<file path="config.mk">
export PLATFORM = sky130hd
export DESIGN_NAME = intr_stack_seq
export DESIGN_NICKNAME = d
export VERILOG_FILES = /design/src/rtl/intr_seq_pkg.sv /design/src/rtl/intr_arbiter.sv /design/src/rtl/intr_sp_unit.sv /design/src/rtl/intr_stack_seq.sv
export SDC_FILE = /design/constraint.sdc
export NUM_CORES = 1
export LEC_CHECK = 0
export ABC_AREA = 1
export BUFFER_PORTS_ARGS = -buffer_cell sky130_fd_sc_hd__buf_4
export CORE_ASPECT_RATIO = 0.9
export CORE_MARGIN = 4
export CORE_UTILIZATION = 30
export DETAILED_ROUTE_END_ITERATION = 6
export GPL_ROUTABILITY_DRIVEN = 1
export PLACE_DENSITY = 0.58
export SLEW_MARGIN = 30
export SYNTH_ARGS = -nofsm -noshare
export SYNTH_HDL_FRONTEND = slang
export SYNTH_SLANG_ARGS = --single-unit
export TNS_END_PERCENT = 20
</file>
<file path="constraint.sdc">
create_clock -name clk -period 1.65 [get_ports clk]
set_clock_uncertainty 0.15 [all_clocks]
set_input_delay 0.165 -clock clk [delete_from_list [all_inputs] [get_ports clk]]
set_output_delay 0.165 -clock clk [all_outputs]
set_load 0.05 [all_outputs]
</file>
<file path="src/rtl/intr_seq_pkg.sv">
package intr_seq_pkg;
    typedef enum logic [3:0] {
        S_IDLE,
        S_PUSH_PCH,
        S_PUSH_PCL,
        S_PUSH_STAT,
        S_VEC_LO,
        S_VEC_HI,
        S_VEC_DONE,
        S_PULL_STAT,
        S_PULL_PCL,
        S_PULL_PCH,
        S_RET_DONE
    } seq_state_t;
endpackage

</file>
<file path="src/rtl/intr_arbiter.sv">
module intr_arbiter (
    input  logic clk,
    input  logic rst_n,
    input  logic nmi_line,
    input  logic irq_line,
    input  logic irq_mask,
    input  logic sample,
    output logic take_nmi,
    output logic take_irq
);
    logic nmi_prev;
    logic nmi_pend;
    logic nmi_rise;

    assign nmi_rise = nmi_line & ~nmi_prev;

    always_ff @(posedge clk) begin
        if (!rst_n) begin
            nmi_prev <= 1'b0;
            nmi_pend <= 1'b0;
        end else begin
            nmi_prev <= nmi_line;
            if (nmi_rise)
                nmi_pend <= 1'b1;
            else if (take_nmi)
                nmi_pend <= 1'b0;
        end
    end

    assign take_nmi = sample & nmi_pend;
    assign take_irq = sample & ~nmi_pend & irq_line & ~irq_mask;


    nmi_latch_chk: assert property (@(posedge clk) disable iff (!rst_n)
        nmi_rise |=> nmi_pend);

    nmi_hold_chk: assert property (@(posedge clk) disable iff (!rst_n)
        (nmi_pend && !take_nmi) |=> nmi_pend);

    irq_mask_chk: assert property (@(posedge clk) disable iff (!rst_n)
        irq_mask |-> !take_irq);
endmodule

</file>
<file path="src/rtl/intr_sp_unit.sv">
module intr_sp_unit #(
    parameter int          SP_W    = 8,
    parameter logic [7:0]  SP_INIT = 8'hFD
) (
    input  logic            clk,
    input  logic            rst_n,
    input  logic            push,
    input  logic            pull,
    output logic [SP_W-1:0] sp_q,
    output logic [SP_W-1:0] sp_up
);
    localparam logic [SP_W-1:0] SP_ONE = SP_W'(1);

    always_ff @(posedge clk) begin
        if (!rst_n)
            sp_q <= SP_W'(SP_INIT);
        else if (push)
            sp_q <= sp_q - SP_ONE;
        else if (pull)
            sp_q <= sp_q + SP_ONE;
    end

    assign sp_up = sp_q + SP_ONE;


    push_pull_chk: assert property (@(posedge clk) disable iff (!rst_n)
        !(push && pull));
endmodule

</file>
<file path="src/rtl/intr_stack_seq.sv">
module intr_stack_seq
    import intr_seq_pkg::*;
#(
    parameter int           I_BIT      = 2,
    parameter logic [7:0]   SP_INIT    = 8'hFD,
    parameter logic [7:0]   STACK_PAGE = 8'h01,
    parameter logic [15:0]  NMI_VEC    = 16'hFFFA,
    parameter logic [15:0]  IRQ_VEC    = 16'hFFFE
) (
    input  logic        clk,
    input  logic        rst_n,
    input  logic        insn_done,
    input  logic        rti_cmd,
    input  logic        nmi_line,
    input  logic        irq_line,
    input  logic [15:0] pc_in,
    input  logic [7:0]  status_in,
    output logic [15:0] mem_addr,
    output logic        mem_we,
    output logic [7:0]  mem_wdata,
    output logic        mem_re,
    input  logic [7:0]  mem_rdata,
    output logic [15:0] pc_out,
    output logic        pc_load,
    output logic [7:0]  status_out,
    output logic        status_load,
    output logic        busy,
    output logic [7:0]  sp_out
);
    localparam int          DW     = 8;
    localparam logic [DW-1:0] I_MASK = DW'(1) << I_BIT;

    seq_state_t state_q, state_d;

    logic          take_nmi, take_irq, sample;
    logic          push, pull;
    logic [DW-1:0] sp_q, sp_up;
    logic [15:0]   pc_sv;
    logic [DW-1:0] stat_sv, lo_byte;
    logic          use_nmi;
    logic [15:0]   vec_base;

    assign sample   = (state_q == S_IDLE) & insn_done & ~rti_cmd;
    assign vec_base = use_nmi ? NMI_VEC : IRQ_VEC;

    intr_arbiter u_arb (
        .clk      (clk),
        .rst_n    (rst_n),
        .nmi_line (nmi_line),
        .irq_line (irq_line),
        .irq_mask (status_in[I_BIT]),
        .sample   (sample),
        .take_nmi (take_nmi),
        .take_irq (take_irq)
    );

    intr_sp_unit #(.SP_W(DW), .SP_INIT(SP_INIT)) u_sp (
        .clk   (clk),
        .rst_n (rst_n),
        .push  (push),
        .pull  (pull),
        .sp_q  (sp_q),
        .sp_up (sp_up)
    );

    // State register
    always_ff @(posedge clk) begin
        if (!rst_n)
            state_q <= S_IDLE;
        else
            state_q <= state_d;
    end

    // Transitions
    always_comb begin
        state_d = state_q;
        unique case (state_q)
            S_IDLE: begin
                if (rti_cmd)                    state_d = S_PULL_STAT;
                else if (take_nmi || take_irq)  state_d = S_PUSH_PCH;
            end
            S_PUSH_PCH:  state_d = S_PUSH_PCL;
            S_PUSH_PCL:  state_d = S_PUSH_STAT;
            S_PUSH_STAT: state_d = S_VEC_LO;
            S_VEC_LO:    state_d = S_VEC_HI;
            S_VEC_HI:    state_d = S_VEC_DONE;
            S_VEC_DONE:  state_d = S_IDLE;
            S_PULL_STAT: state_d = S_PULL_PCL;
            S_PULL_PCL:  state_d = S_PULL_PCH;
            S_PULL_PCH:  state_d = S_RET_DONE;
            S_RET_DONE:  state_d = S_IDLE;
            default:     state_d = S_IDLE;
        endcase
    end

    // Context and read-data capture
    always_ff @(posedge clk) begin
        if (!rst_n) begin
            pc_sv   <= '0;
            stat_sv <= '0;
            lo_byte <= '0;
            use_nmi <= 1'b0;
        end else begin
            if (state_q == S_IDLE && !rti_cmd && (take_nmi || take_irq)) begin
                pc_sv   <= pc_in;
                stat_sv <= status_in;
                use_nmi <= take_nmi;
            end
            if (state_q == S_VEC_HI || state_q == S_PULL_PCH)
                lo_byte <= mem_rdata;
            if (state_q == S_PULL_PCL)
                stat_sv <= mem_rdata;
        end
    end

    // Outputs
    always_comb begin
        mem_addr    = '0;
        mem_we      = 1'b0;
        mem_wdata   = '0;
        mem_re      = 1'b0;
        pc_out      = '0;
        pc_load     = 1'b0;
        status_out  = '0;
        status_load = 1'b0;
        push        = 1'b0;
        pull        = 1'b0;
        unique case (state_q)
            S_IDLE: ;
            S_PUSH_PCH: begin
                mem_addr = {STACK_PAGE, sp_q}; mem_we = 1'b1; push = 1'b1;
                mem_wdata = pc_sv[15:8];
            end
            S_PUSH_PCL: begin
                mem_addr = {STACK_PAGE, sp_q}; mem_we = 1'b1; push = 1'b1;
                mem_wdata = pc_sv[7:0];
            end
            S_PUSH_STAT: begin
                mem_addr = {STACK_PAGE, sp_q}; mem_we = 1'b1; push = 1'b1;
                mem_wdata = stat_sv;
            end
            S_VEC_LO: begin
                mem_addr = vec_base; mem_re = 1'b1;
            end
            S_VEC_HI: begin
                mem_addr = vec_base | 16'd1; mem_re = 1'b1;
            end
            S_VEC_DONE: begin
                pc_out = {mem_rdata, lo_byte}; pc_load = 1'b1;
                status_out = stat_sv | I_MASK; status_load = 1'b1;
            end
            S_PULL_STAT, S_PULL_PCL, S_PULL_PCH: begin
                mem_addr = {STACK_PAGE, sp_up}; mem_re = 1'b1; pull = 1'b1;
            end
            S_RET_DONE: begin
                pc_out = {mem_rdata, lo_byte}; pc_load = 1'b1;
                status_out = stat_sv; status_load = 1'b1;
            end
            default: ;
        endcase
    end

    assign busy   = (state_q != S_IDLE);
    assign sp_out = sp_q;


    rw_excl_chk: assert property (@(posedge clk) disable iff (!rst_n)
        !(mem_we && mem_re));

    push_dec_chk: assert property (@(posedge clk) disable iff (!rst_n)
        mem_we |=> (sp_out == 8'($past(sp_out) - 8'd1)));

    push_page_chk: assert property (@(posedge clk) disable iff (!rst_n)
        mem_we |-> (mem_addr[15:8] == STACK_PAGE));

    load_after_read_chk: assert property (@(posedge clk) disable iff (!rst_n)
        pc_load |-> $past(mem_re));

    start_chk: assert property (@(posedge clk) disable iff (!rst_n)
        $rose(busy) |-> $past(insn_done || rti_cmd));
endmodule

</file>
======== Word level (Yosys, flattened, before mapping) ========
Cells that the tools add are included.
Widths: inputs -> output; s select.
word-level totals
  logic and storage cells ................. 64
  bits in latches ......................... 0
  ROM bits ................................ 0
  bits in registers ....................... 47
  output and inout port bits .............. 61
  RAM bits ................................ 0
  memories kept ........................... 0
operators by class
  mux-type cells .......................... 18
  $lt $le $gt $ge ......................... 0
  add/subtract/negate cells ............... 2
  div/mod/pow operators ................... 0
  reduce and logical (&&, ||, !) cells .... 14
  equality and inequality tests ........... 11
  shift-type cells ........................ 0
  bitwise logic cells ..................... 11
  $mul .................................... 0
operator list
  kind                 count
  $pmux 16 s4          1
  $pmux 4 s9           1
  $mux 8               4
  $pmux 8 s3           1
  $eq 4x3->1 const B   4
  $mux 16              1
  $pmux 8 s2           1
  $eq 4x4->1 const B   3
  $add 8x1->8 const B  1
  $eq 4x2->1 const B   2
  $mux 4               2
  $sub 8x1->8 const B  1
  $and 1x1->1          7
  $mux 1               6
  $reduce_bool 2->1    3
  $reduce_or 3->1      2
  $reduce_or 5->1      1
  $eq 4x1->1 const B   1
  $logic_not 4->1      1
  $not 1->1            4
  $reduce_bool 4->1    1
  $mux 3               1
  $ne 3x2->1 const B   1
  $logic_and 1x1->1    2
  other kinds (3)      4

======== Logic depth before layout (Yosys ltp) ========
Gate-level depths: netlist of run 1.
  depth after elaboration ................. 10
  mapped depth ............................ 10
  depth with buffers taken out ............ 10

======== Cells and area by module ========
A second synthesis of run 1 with hierarchy kept.
second synthesis, totals
  cells, all modules ...................... 440
  area, all modules ....................... 2800.2 um^2
modules (own cells, without submodules)
  module          area an instance (um^2)  cells an instance  sequential area each (um^2)  instances
  intr_stack_seq  2065.7                   323                740.7                        1
  intr_sp_unit    636.9                    103                160.2                        1
  intr_arbiter    97.6                     14                 40.0                         1

======== Worst setup path before layout of run 1 ========
OpenSTA, ideal clock, no wires.
  path type ............................... reg2out
  start point ............................. register state_q[3]
  end point ............................... output mem_addr[2]
  arrival ................................. 2.755 ns
  path slack .............................. -1.420 ns
  stages on the path, launching flop included .. 6
  data required time ...................... 1.335 ns
  cell sequence ........................... dfxtp_1 -> inv_1 -> nand2_1 -> nor2_1 -> clkinv_1 -> o221ai_1
on the way
  word-level cells in the longest chain between the ends .. 3
  elaborated cells on any way between the ends .. 11
  classes of those cells .................. 8 x eq/ne; 1 x mux; 2 x reduce/logical
ends and longest elaborated chain
  what                                RTL line               source
  start, declared                     intr_stack_seq.sv:33   seq_state_t state_q, state_d;
  start signal, assigned              intr_stack_seq.sv:71   state_q <= state_d;
  $eq 4x4->1 (tied with other cells)  intr_stack_seq.sv:128  unique case (state_q)
  $reduce_or 3->1 (on tied branches)  --
  $pmux 16 s4 (*)                     intr_stack_seq.sv:128
  end, declared                       intr_stack_seq.sv:18   output logic [15:0] mem_addr,
Mark *: on every way between the ends. The rest lies on a longest branch, timed or not.

======== Worst setup path in the final report of run 1 ========
  start point ............................. register state_q[2]
  end point ............................... output mem_addr[1]
Same word-level chain as after synthesis.

==> impl_metrics.json, run 1 <==
{
  "crit_chain": "nor2_4 -> nand2_4 -> buf_6 -> o211ai_1 -> buf_4",
  "drcViolationCount": 0,
  "via_count": 3165,
  "grt_usage_pct": 17.0,
  "peakVddDrop_uv": 1020,
  "tns_ns": -9.83,
  "synthToLayoutAreaGrowth_pct": 71.1,
  "grt_max_degree": 32,
  "cp_top_family": "flip-flops",
  "syn_area_sq_mm": 0.00263,
  "antennaDiodeCount": 0,
  "drv_cap": 0,
  "cts_buffers": 5,
  "worstPathMaxFanout": 5,
  "critPathLaunch": "state_q[2]$_SDFFE_PN0P_",
  "ys_seq_area_share_pct": 35.8,
  "endpoint_kind": "primary output",
  "p_total_mw": 7.87,
  "reg2reg_from": "state_q[2]$_SDFFE_PN0P_",
  "path_clk_slew_ns": 0.09,
  "io_buffers": 98,
  "die_w_um": 107,
  "cts_tree": "done",
  "min_path_type": "in -> reg",
  "coreArea_sq_mm": 0.00857,
  "yosysTopAreaCellShare_pct": 35.8,
  "critical_path_class": "reg -> out",
  "synth_warnings": 0,
  "routabilityCongestion": 0.892,
  "synth_top_cell_by_area": "dfxtp_1",
  "start_util_pct": 30.6,
  "cts_buffer_depth": 2,
  "async_flop_share_pct": 0,
  "finalSetupViolCount": 76,
  "avgSynthCellArea_sq_um": 6.43,
  "dpl.hpwl_um": 6440,
  "vias_per_cell": 4.71,
  "leakage_nw": 1.96,
  "status": "complete, but fails checks",
  "drt-initial-drc-count": 140,
  "ys_top_cells_by_area": "dfxtp_1 36%, nand2_1 12%, nor2_1 10%, inv_1 6.4%, nand3_1 6.3%",
  "place_area_sq_mm": 0.00380,
  "wire_per_inst_um": 13.4,
  "cts_root_buf": "clkbuf_8",
  "yosysMostFrequentCell": "nand2_1",
  "busiest_layer": "met2",
  "worstMarginPinSlew_ns": 0.574,
  "ys_seq_elements": 47,
  "htreeDepth": 2,
  "drtAntennaViolNets": 0,
  "dieArea_sq_mm": 0.0103,
  "synthCells": 408,
  "syn_nets": 448,
  "crit_slowest_cell": "dfxtp_4",
  "arrival_ns": 1.57,
  "worst_hold_slack_ns": 0.00632,
  "ios": 99,
  "cts.sinks": 47,
  "totalWireLength_um": 9020,
  "die_y_um": 96.7,
  "ys_types": 30,
  "fin_crit_ns": 1.88,
  "worst_slack_ns": -0.234,
  "finalHoldViolations": 0,
  "fin_crit_sh_pct": 114,
  "p_per_area_mw_per_mm2": 1750,
  "slew_viol_final": 0,
  "timing.fmax_ghz": 0.531,
  "grt_pass1_vias": 3011,
  "relSlewSlack_pct": 61.7,
  "nets": 592,
  "finalInstanceArea_sq_mm": 0.00449,
  "clk_latency_ns": 0.30,
  "grt_use_met2_pct": 26.7,
  "drtPass1Iterations": 4,
  "use_met3_pct": 2.80,
  "grt_pass1_wl_um": 14500,
  "failed_checks": "setup timing",
  "antenna_found_initial": 0,
  "grt_use_met1_pct": 24.1,
  "min_from": "mem_rdata[2]",
  "yosys_most_used_dff": "dfxtp_1",
  "path_buf_inv": 2,
  "drive_above_1_share_pct": 41.2,
  "start_kind": "flip-flop",
  "synth_edf_count": 0,
  "yosys-top-cells-count": "86 x nand2_1, 70 x nor2_1, 47 x dfxtp_1",
  "grt_setup_unrepaired": "true",
  "overflow": 0,
  "crit_path_max_incr_delay_ns": 0.38,
  "required_ns": 1.33,
  "num_rows": 32
}
-- final timing paths --
check | to | slack (ns) | cells after the start
min | lo_byte[2]$_SDFFE_PN0P_ | 0.006 | 3
max reg2reg | pc_sv[0]$_SDFFE_PN0P_ | -0.10 | 8
max | mem_addr[1] | -0.23 | 5
min reg2reg | u_arb.nmi_pend$_SDFFE_PN0P_ | 0.27 | 1
-- layout by cell type, fill, tap and decap left out, drive strengths merged --
cell type | netlist | layout
dfxtp | 47 | 47
buf | 18 | 138
nand4 | 2 | 2
o22ai | 1 | 1
o211ai | 16 | 16
inv | 46 | 47
a21oi | 25 | 25
xor2 | 2 | 2
dlygate4sd3 | 0 | 19
nor2 | 75 | 75
o21ai | 37 | 37
clkinv | 2 | 2
or2 | 1 | 1
a31oi | 2 | 2
clkbuf | 4 | 7
o221ai | 1 | 1
clkinvlp | 0 | 1
xnor2 | 1 | 1
nand3 | 34 | 34
o21bai | 2 | 2
nand2 | 89 | 90
ha | 2 | 2
nand3b | 1 | 1
-- worst min-delay path, stage by stage --
cell and delay (ns):
buf_4 0.08, o21ai_0 0.07, a21oi_1 0.10
-- cell families (layout without fill, tap and decap cells) --
group	Yosys count	after routing	share of synthesized area [%]
adder cells (fa/ha/maj)	2	2	0.953
AND/OR/NAND/NOR	202	203	32.4
buffers and inverters	70	214	11.8
XOR/XNOR	3	3	1.00
flip-flops	47	47	35.8
AO/OA/AOI/OAI	84	84	18.0
-- registers in the layout, summed over array words and instances (netlist names) --
| name | count |
|---|---|
| u_arb.nmi_pend | 1 |
| u_sp.sp_q | 8 |
| lo_byte | 8 |
| state_q | 4 |
| use_nmi | 1 |
| pc_sv | 16 |
| u_arb.nmi_prev | 1 |
| stat_sv | 8 |
-- final cells by class --
| class | instances | area, sq um |
|---|---|---|
| inverter | 48 | 195 |
| sequential | 47 | 981 |
| timing repair inverter | 1 | 6.26 |
| clock buffer | 7 | 76.3 |
| multi-input combinational | 292 | 1630 |
| tap | 119 | 149 |
| fill | 856 | 4080 |
| clock inverter | 1 | 6.26 |
| timing repair buffer | 157 | 1440 |
-- layer usage --
layer | wire length [um] | vias up | share of wire, %
met1 | 4140 | 1438 | 46
li1 | - | 1607 | -
met5 | 0 | - | 0
met3 | 491 | 15 | 5.4
met4 | 182 | 0 | 2.0
met2 | 4210 | 105 | 47
-- stage by stage --
| stage | instances | worst slack [ns] | util (%) |
|---|---|---|---|
| after floorplan | 408 | -0.206 | - |
| after global placement | 631 | 0.0390 | 44.3 |
| after detailed placement | 631 | 0.00553 | 44.3 |
| after CTS | 667 | -0.244 | 51.0 |
| after global routing | 672 | -0.296 | 52.4 |
| final | 672 | -0.234 | 52.4 |
-- power by group --
| group | internal, mW | leakage (nW) | switching, mW |
|---|---|---|---|
| clock network | 0.302 | 0.0428 | 0.392 |
| registers | 1.41 | 0.386 | 0.267 |
| logic | 2.02 | 1.53 | 3.47 |
-- repair_timing --
action,in CTS,in global routing
hold buffers,19,0
pin swaps,13,14
cloned,2,1
gates resized for setup,55,28
setup buffers,7,4
setup endpoints to repair,52,79
hold endpoints to repair,20,0
Power figures use the tool's default switching activity.
==> run 2: changes to the inputs <==
PLACE_DENSITY = 0.6   (was 0.58)
clock period = 1.55 ns   (was 1.65 ns; I/O delays follow)
==> run 2 against run 1 <==
Effect of this change:
- the flow still finishes with violations (setup timing)
- die area did not move
- design area rose by 9.9%
- via count rose by 4.0%
- count of clock-buffer cells in the layout fell by 2
- sequential cell count did not move
- sequential power rose by 6%
- utilization rose by 5.2 points
- largest cell class unchanged
==> impl_metrics.json, run 2 (synthesis gave the netlist of run 1 again) <==
{
  "p_total_mw": 9.25,
  "crit_path_max_incr_delay_ns": 0.38,
  "grt_pass1_vias": 3178,
  "critical_path_class": "reg -> out",
  "clk_latency_ns": 0.31,
  "final_common_cell": "buf_4",
  "totalWireLength_um": 9630,
  "start_kind": "flip-flop",
  "antenna_found_initial": 0,
  "coreArea_sq_mm": 0.00857,
  "min_path_type": "in -> reg",
  "vias_per_cell": 4.73,
  "stdcell_count": 696,
  "cp_top_family": "buffers and inverters",
  "num_rows": 32,
  "fin_crit_ns": 1.91,
  "drcViolationCount": 0,
  "ios": 99,
  "fin_crit_sh_pct": 123,
  "nets": 616,
  "critPathLaunch": "state_q[2]$_SDFFE_PN0P_",
  "grt_pass1_wl_um": 15400,
  "start_util_pct": 30.6,
  "cts_tree": "done",
  "timing.fmax_ghz": 0.525,
  "endpoint_kind": "primary output",
  "crit_chain": "nor2_4 -> buf_12 -> nand2_8 -> o211ai_1 -> buf_4",
  "cts_buffers": 5,
  "share_comb_of_total_power_pct": 72.2,
  "crit_slowest_cell": "dfxtp_4",
  "routabilityCongestion": 0.870,
  "die_y_um": 96.7,
  "path_buf_inv": 2,
  "drv_cap": 0,
  "finalHoldViolations": 0,
  "dpl.hpwl_um": 6450,
  "peakVddDrop_uv": 1080,
  "synthToLayoutAreaGrowth_pct": 88.0,
  "worst_slack_ns": -0.355,
  "worst_hold_slack_ns": 0.0512,
  "dp.cells": 644,
  "drt-initial-drc-count": 201,
  "required_ns": 1.24,
  "reg2reg_from": "state_q[2]$_SDFFE_PN0P_",
  "cts_buffer_depth": 2,
  "relSlewSlack_pct": 63.0,
  "drive_above_1_share_pct": 47.1,
  "grt_usage_pct": 18.2,
  "overflow": 0,
  "io_buffers": 98,
  "leakage_nw": 2.11,
  "wire_per_inst_um": 13.8,
  "drtPass1Iterations": 6,
  "grt_setup_unrepaired": "true",
  "die_w_um": 107,
  "slew_viol_final": 0,
  "status": "complete, but fails checks",
  "dieArea_sq_mm": 0.0103,
  "finalSetupViolCount": 83,
  "regMostFlops": "pc_sv",
  "p_per_area_mw_per_mm2": 1870,
  "min_from": "status_in[6]",
  "via_count": 3291,
  "grt_max_degree": 32,
  "htreeDepth": 2,
  "failed_checks": "setup timing",
  "path_clk_slew_ns": 0.10,
  "cts.sinks": 47,
  "drtAntennaViolNets": 0,
  "worstMarginPinSlew_ns": 0.554,
  "largest_reg_flops": 16,
  "utilization_pct": 57.6,
  "arrival_ns": 1.60,
  "p_switching_mw": 4.80,
  "mostFrequentLayoutCells": "100 x buf_4, 71 x nand2_1, 43 x buf_6",
  "cell_internal_pwr_mw": 4.45,
  "cts_root_buf": "clkbuf_8",
  "p_sw_share_pct": 51.9,
  "antennaDiodeCount": 0,
  "clkPwrFrac_pct": 8.5,
  "share_seq_of_total_power_pct": 19.3,
  "worstPathMaxFanout": 7
}
## run 2: layer usage
layer,track usage [%],part of all wire [%]
met5,0,0
met3,2.60,5.2
met4,6.59,2.2
met1,24.9,46
met2,29.1,47
## run 2: worst paths after layout
check        cells past startpoint                           to  slack (ns)
max reg2reg                      9        pc_sv[9]$_SDFFE_PN0P_       -0.25
max                              5                  mem_addr[0]       -0.36
min                              5      stat_sv[6]$_SDFFE_PN0P_        0.05
min reg2reg                      1  u_arb.nmi_pend$_SDFFE_PN0P_        0.27
## run 2: cell type report
type	count	area (sq um)
inverters	48	211
well taps	119	149
flip-flops and latches	47	978
clock inverters	3	22.5
fillers	783	3630
repair buffers	180	1700
repair inverters	1	5.00
multi-input cells	293	1800
clock buffers	5	68.8
## run 2: power by group through the flow
stage / Combinational, mW / Clock [mW] / Sequential [mW]
2_1_floorplan: 3.38 / 0 / 1.97
4_1_cts: 6.09 / 0.815 / 1.75
3_5_place_dp: 5.34 / 0 / 1.74
3_3_place_gp: 5.33 / 0 / 1.74
6_report: 6.67 / 0.791 / 1.78
5_1_grt: 7.08 / 0.851 / 1.81
## run 2: tightest hold or removal path, stage by stage
cell and delay [ns]:
buf_4 0.08, nand2_1 0.04, o21ai_0 0.06, nand2_1 0.05
a21oi_1 0.10
## run 2: repair_timing
item	4_1_cts	5_1_grt
hold buffers	26	0
endpoints found under the hold margin	27	0
setup buffers	11	7
pin swaps	15	16
resized for setup	92	48
gates cloned	2	2
endpoints found under the setup margin	70	96
## run 2: metrics by stage
step / area [sq um] / TNS (ns) / setup WS [ns]
after floorplan: 2820 / -11.69 / -0.296
after global placement: 3910 / -0.245 / -0.0662
after detailed placement: 3910 / -0.634 / -0.0756
after CTS: 4720 / -18.16 / -0.357
after global routing: 4930 / -25.80 / -0.424
final: 4930 / -18.17 / -0.355
==> run 3: changes to the inputs <==
CELL_PAD_IN_SITES_DETAIL_PLACEMENT = 0   (was unset)
CELL_PAD_IN_SITES_GLOBAL_PLACEMENT = 1   (was unset)
PLACE_DENSITY = 0.81   (was 0.6)
==> run 3 against run 2 <==
Effect of this change:
- the flow still finishes with violations (setup timing)
- worst setup slack better by 0.024 ns
- via count down 1.6%
- sequential cell count unchanged
- first-iteration DRC count up 4.0%
- power down 5.9%
- register-to-register slack better by 0.02 ns
- utilization down 2.0 points
- routed wire length up 0.19%
- global-route usage down 0.10 points
- critical endpoint is now mem_wdata[7]
- largest power group unchanged
==> impl_metrics.json, run 3 (synthesis gave the netlist of run 1 again) <==
{
  "cts.sinks": 47,
  "worst_slack_ns": -0.332,
  "reg2regPathDepth": 10,
  "die_y_um": 96.7,
  "htreeDepth": 2,
  "status": "complete, but fails checks",
  "tns_ns": -16.97,
  "drcViolationCount": 0,
  "ios": 99,
  "critical_path_class": "reg -> out",
  "drv_cap": 0,
  "min_path_type": "in -> reg",
  "start_util_pct": 30.6,
  "dp.cells": 643,
  "finalHoldViolations": 0,
  "stdcell_count": 696,
  "arrival_ns": 1.58,
  "slew_viol_final": 0,
  "antenna_found_initial": 0,
  "grt_usage_pct": 18.1,
  "routabilityCongestion": 0.858,
  "coreArea_sq_mm": 0.00857,
  "path_clk_slew_ns": 0.09,
  "busiest_layer": "met2",
  "die_w_um": 107,
  "dpl.hpwl_um": 6660,
  "multiInputGateArea_sq_mm": 0.00167,
  "grt_use_met2_pct": 28.9,
  "cts_root_buf": "clkbuf_8",
  "required_ns": 1.24,
  "grt_max_degree": 26,
  "finalSetupViolCount": 82,
  "start_kind": "flip-flop",
  "grt_pass1_vias": 3123,
  "crit_path_max_incr_delay_ns": 0.38,
  "fillCellCount": 831,
  "vias_per_cell": 4.65,
  "leakage_nw": 2.08,
  "cts_buffers": 5,
  "worstMarginPinSlew_ns": 0.538,
  "timing.fmax_ghz": 0.531,
  "worstPathMaxFanout": 9,
  "fin_crit_sh_pct": 121,
  "failed_checks": "setup timing",
  "worst_hold_slack_ns": 0.0104,
  "endpoint_kind": "primary output",
  "grt_use_met1_pct": 24.5,
  "clk_latency_ns": 0.30,
  "cts_tree": "done",
  "grt_setup_unrepaired": "true",
  "drtAntennaViolNets": 0,
  "overflow": 0,
  "p_per_area_mw_per_mm2": 1830,
  "num_rows": 32,
  "finalInstanceArea_sq_mm": 0.00477,
  "mostFrequentLayoutCells": "114 x buf_4, 72 x nand2_1, 40 x nor2_1",
  "use_met3_pct": 3.14,
  "crit_slowest_cell": "dfxtp_4",
  "pre_cts_ws_ns": -0.118,
  "final_common_cell": "buf_4",
  "drtPass1Iterations": 4,
  "hold-path-cell-count": 3,
  "crit_chain": "nor2_4 -> buf_6 -> nand2_8 -> o211ai_1 -> buf_4",
  "peakVddDrop_uv": 1060,
  "dieArea_sq_mm": 0.0103,
  "wire_per_inst_um": 13.9,
  "regArea_sq_um": 978,
  "p_total_mw": 8.70,
  "nets": 617,
  "largest_reg_flops": 16,
  "place_area_sq_mm": 0.00391,
  "utilization_pct": 55.6,
  "drive_above_1_share_pct": 43.7,
  "via_count": 3237,
  "drt-initial-drc-count": 209,
  "fin_crit_ns": 1.88,
  "io_buffers": 98,
  "cts_buffer_depth": 2,
  "synthToLayoutAreaGrowth_pct": 81.6,
  "antennaDiodeCount": 0,
  "grt_pass1_wl_um": 15400,
  "regMostFlops": "pc_sv",
  "totalWireLength_um": 9640,
  "relSlewSlack_pct": 64.1
}
[run 3: changes by cell type in the layout (fill, tap and decap cells not counted), sizes merged]
| cell | change |
|---|---|
| nand2 | -1 |
| clkinv | -1 |
| clkbuf | +2 |
| inv | -2 |
| buf | +3 |
| dlygate4sd3 | -1 |
[run 3: layer usage]
layer	wire, um	vias to the layer above	part of all wire (%)
met5	0	-	0
met2	4560	99	47
met4	240	0	2.5
met3	511	22	5.3
li1	-	1650	-
met1	4330	1466	45
[run 3: worst max-delay path, delay by kind of cell (launching register included)]
family                 cells  cell delay [ns]
buffers and inverters      2             0.42
flip-flops                 1             0.38
AND/OR/NAND/NOR            2             0.27
AO/OA/AOI/OAI              1             0.21
[run 3: path summary, 6_finish.rpt]
kind                                           startpoint                           to  slack, ns
worst max-delay path              state_q[3]$_SDFFE_PN0P_                 mem_wdata[7]      -0.33
worst min-delay path                         mem_rdata[6]      lo_byte[6]$_SDFFE_PN0P_       0.01
worst max register to register    state_q[2]$_SDFFE_PN0P_    u_sp.sp_q[1]$_SDFFE_PN0P_      -0.23
worst min register to register  u_arb.nmi_prev$_SDFF_PN0_  u_arb.nmi_pend$_SDFFE_PN0P_       0.27
[run 3: power by group]
group / switching (mW) / internal [mW] / leakage (nW) / total (mW)
clock network: 0.441 / 0.409 / 0.0527 / 0.850
registers: 0.268 / 1.50 / 0.386 / 1.77
logic: 3.81 / 2.28 / 1.64 / 6.09
[run 3: layout make-up]
type / instances / share of cell area (%)
timing repair buffer: 183 / 35.2
clock inverter: 1 / 0.131
multi-input combinational: 292 / 35.0
sequential: 47 / 20.5
tap: 119 / 3.12
clock buffer: 6 / 1.97
inverter: 48 / 4.04
[run 3: timing repair]
item	4_1_cts	5_1_grt
buffers inserted	12	5
hold buffers	24	1
endpoints found under the hold margin	25	1
pin swaps	5	16
setup endpoints to repair	72	95
gates resized for setup	63	34
cloned	3	1
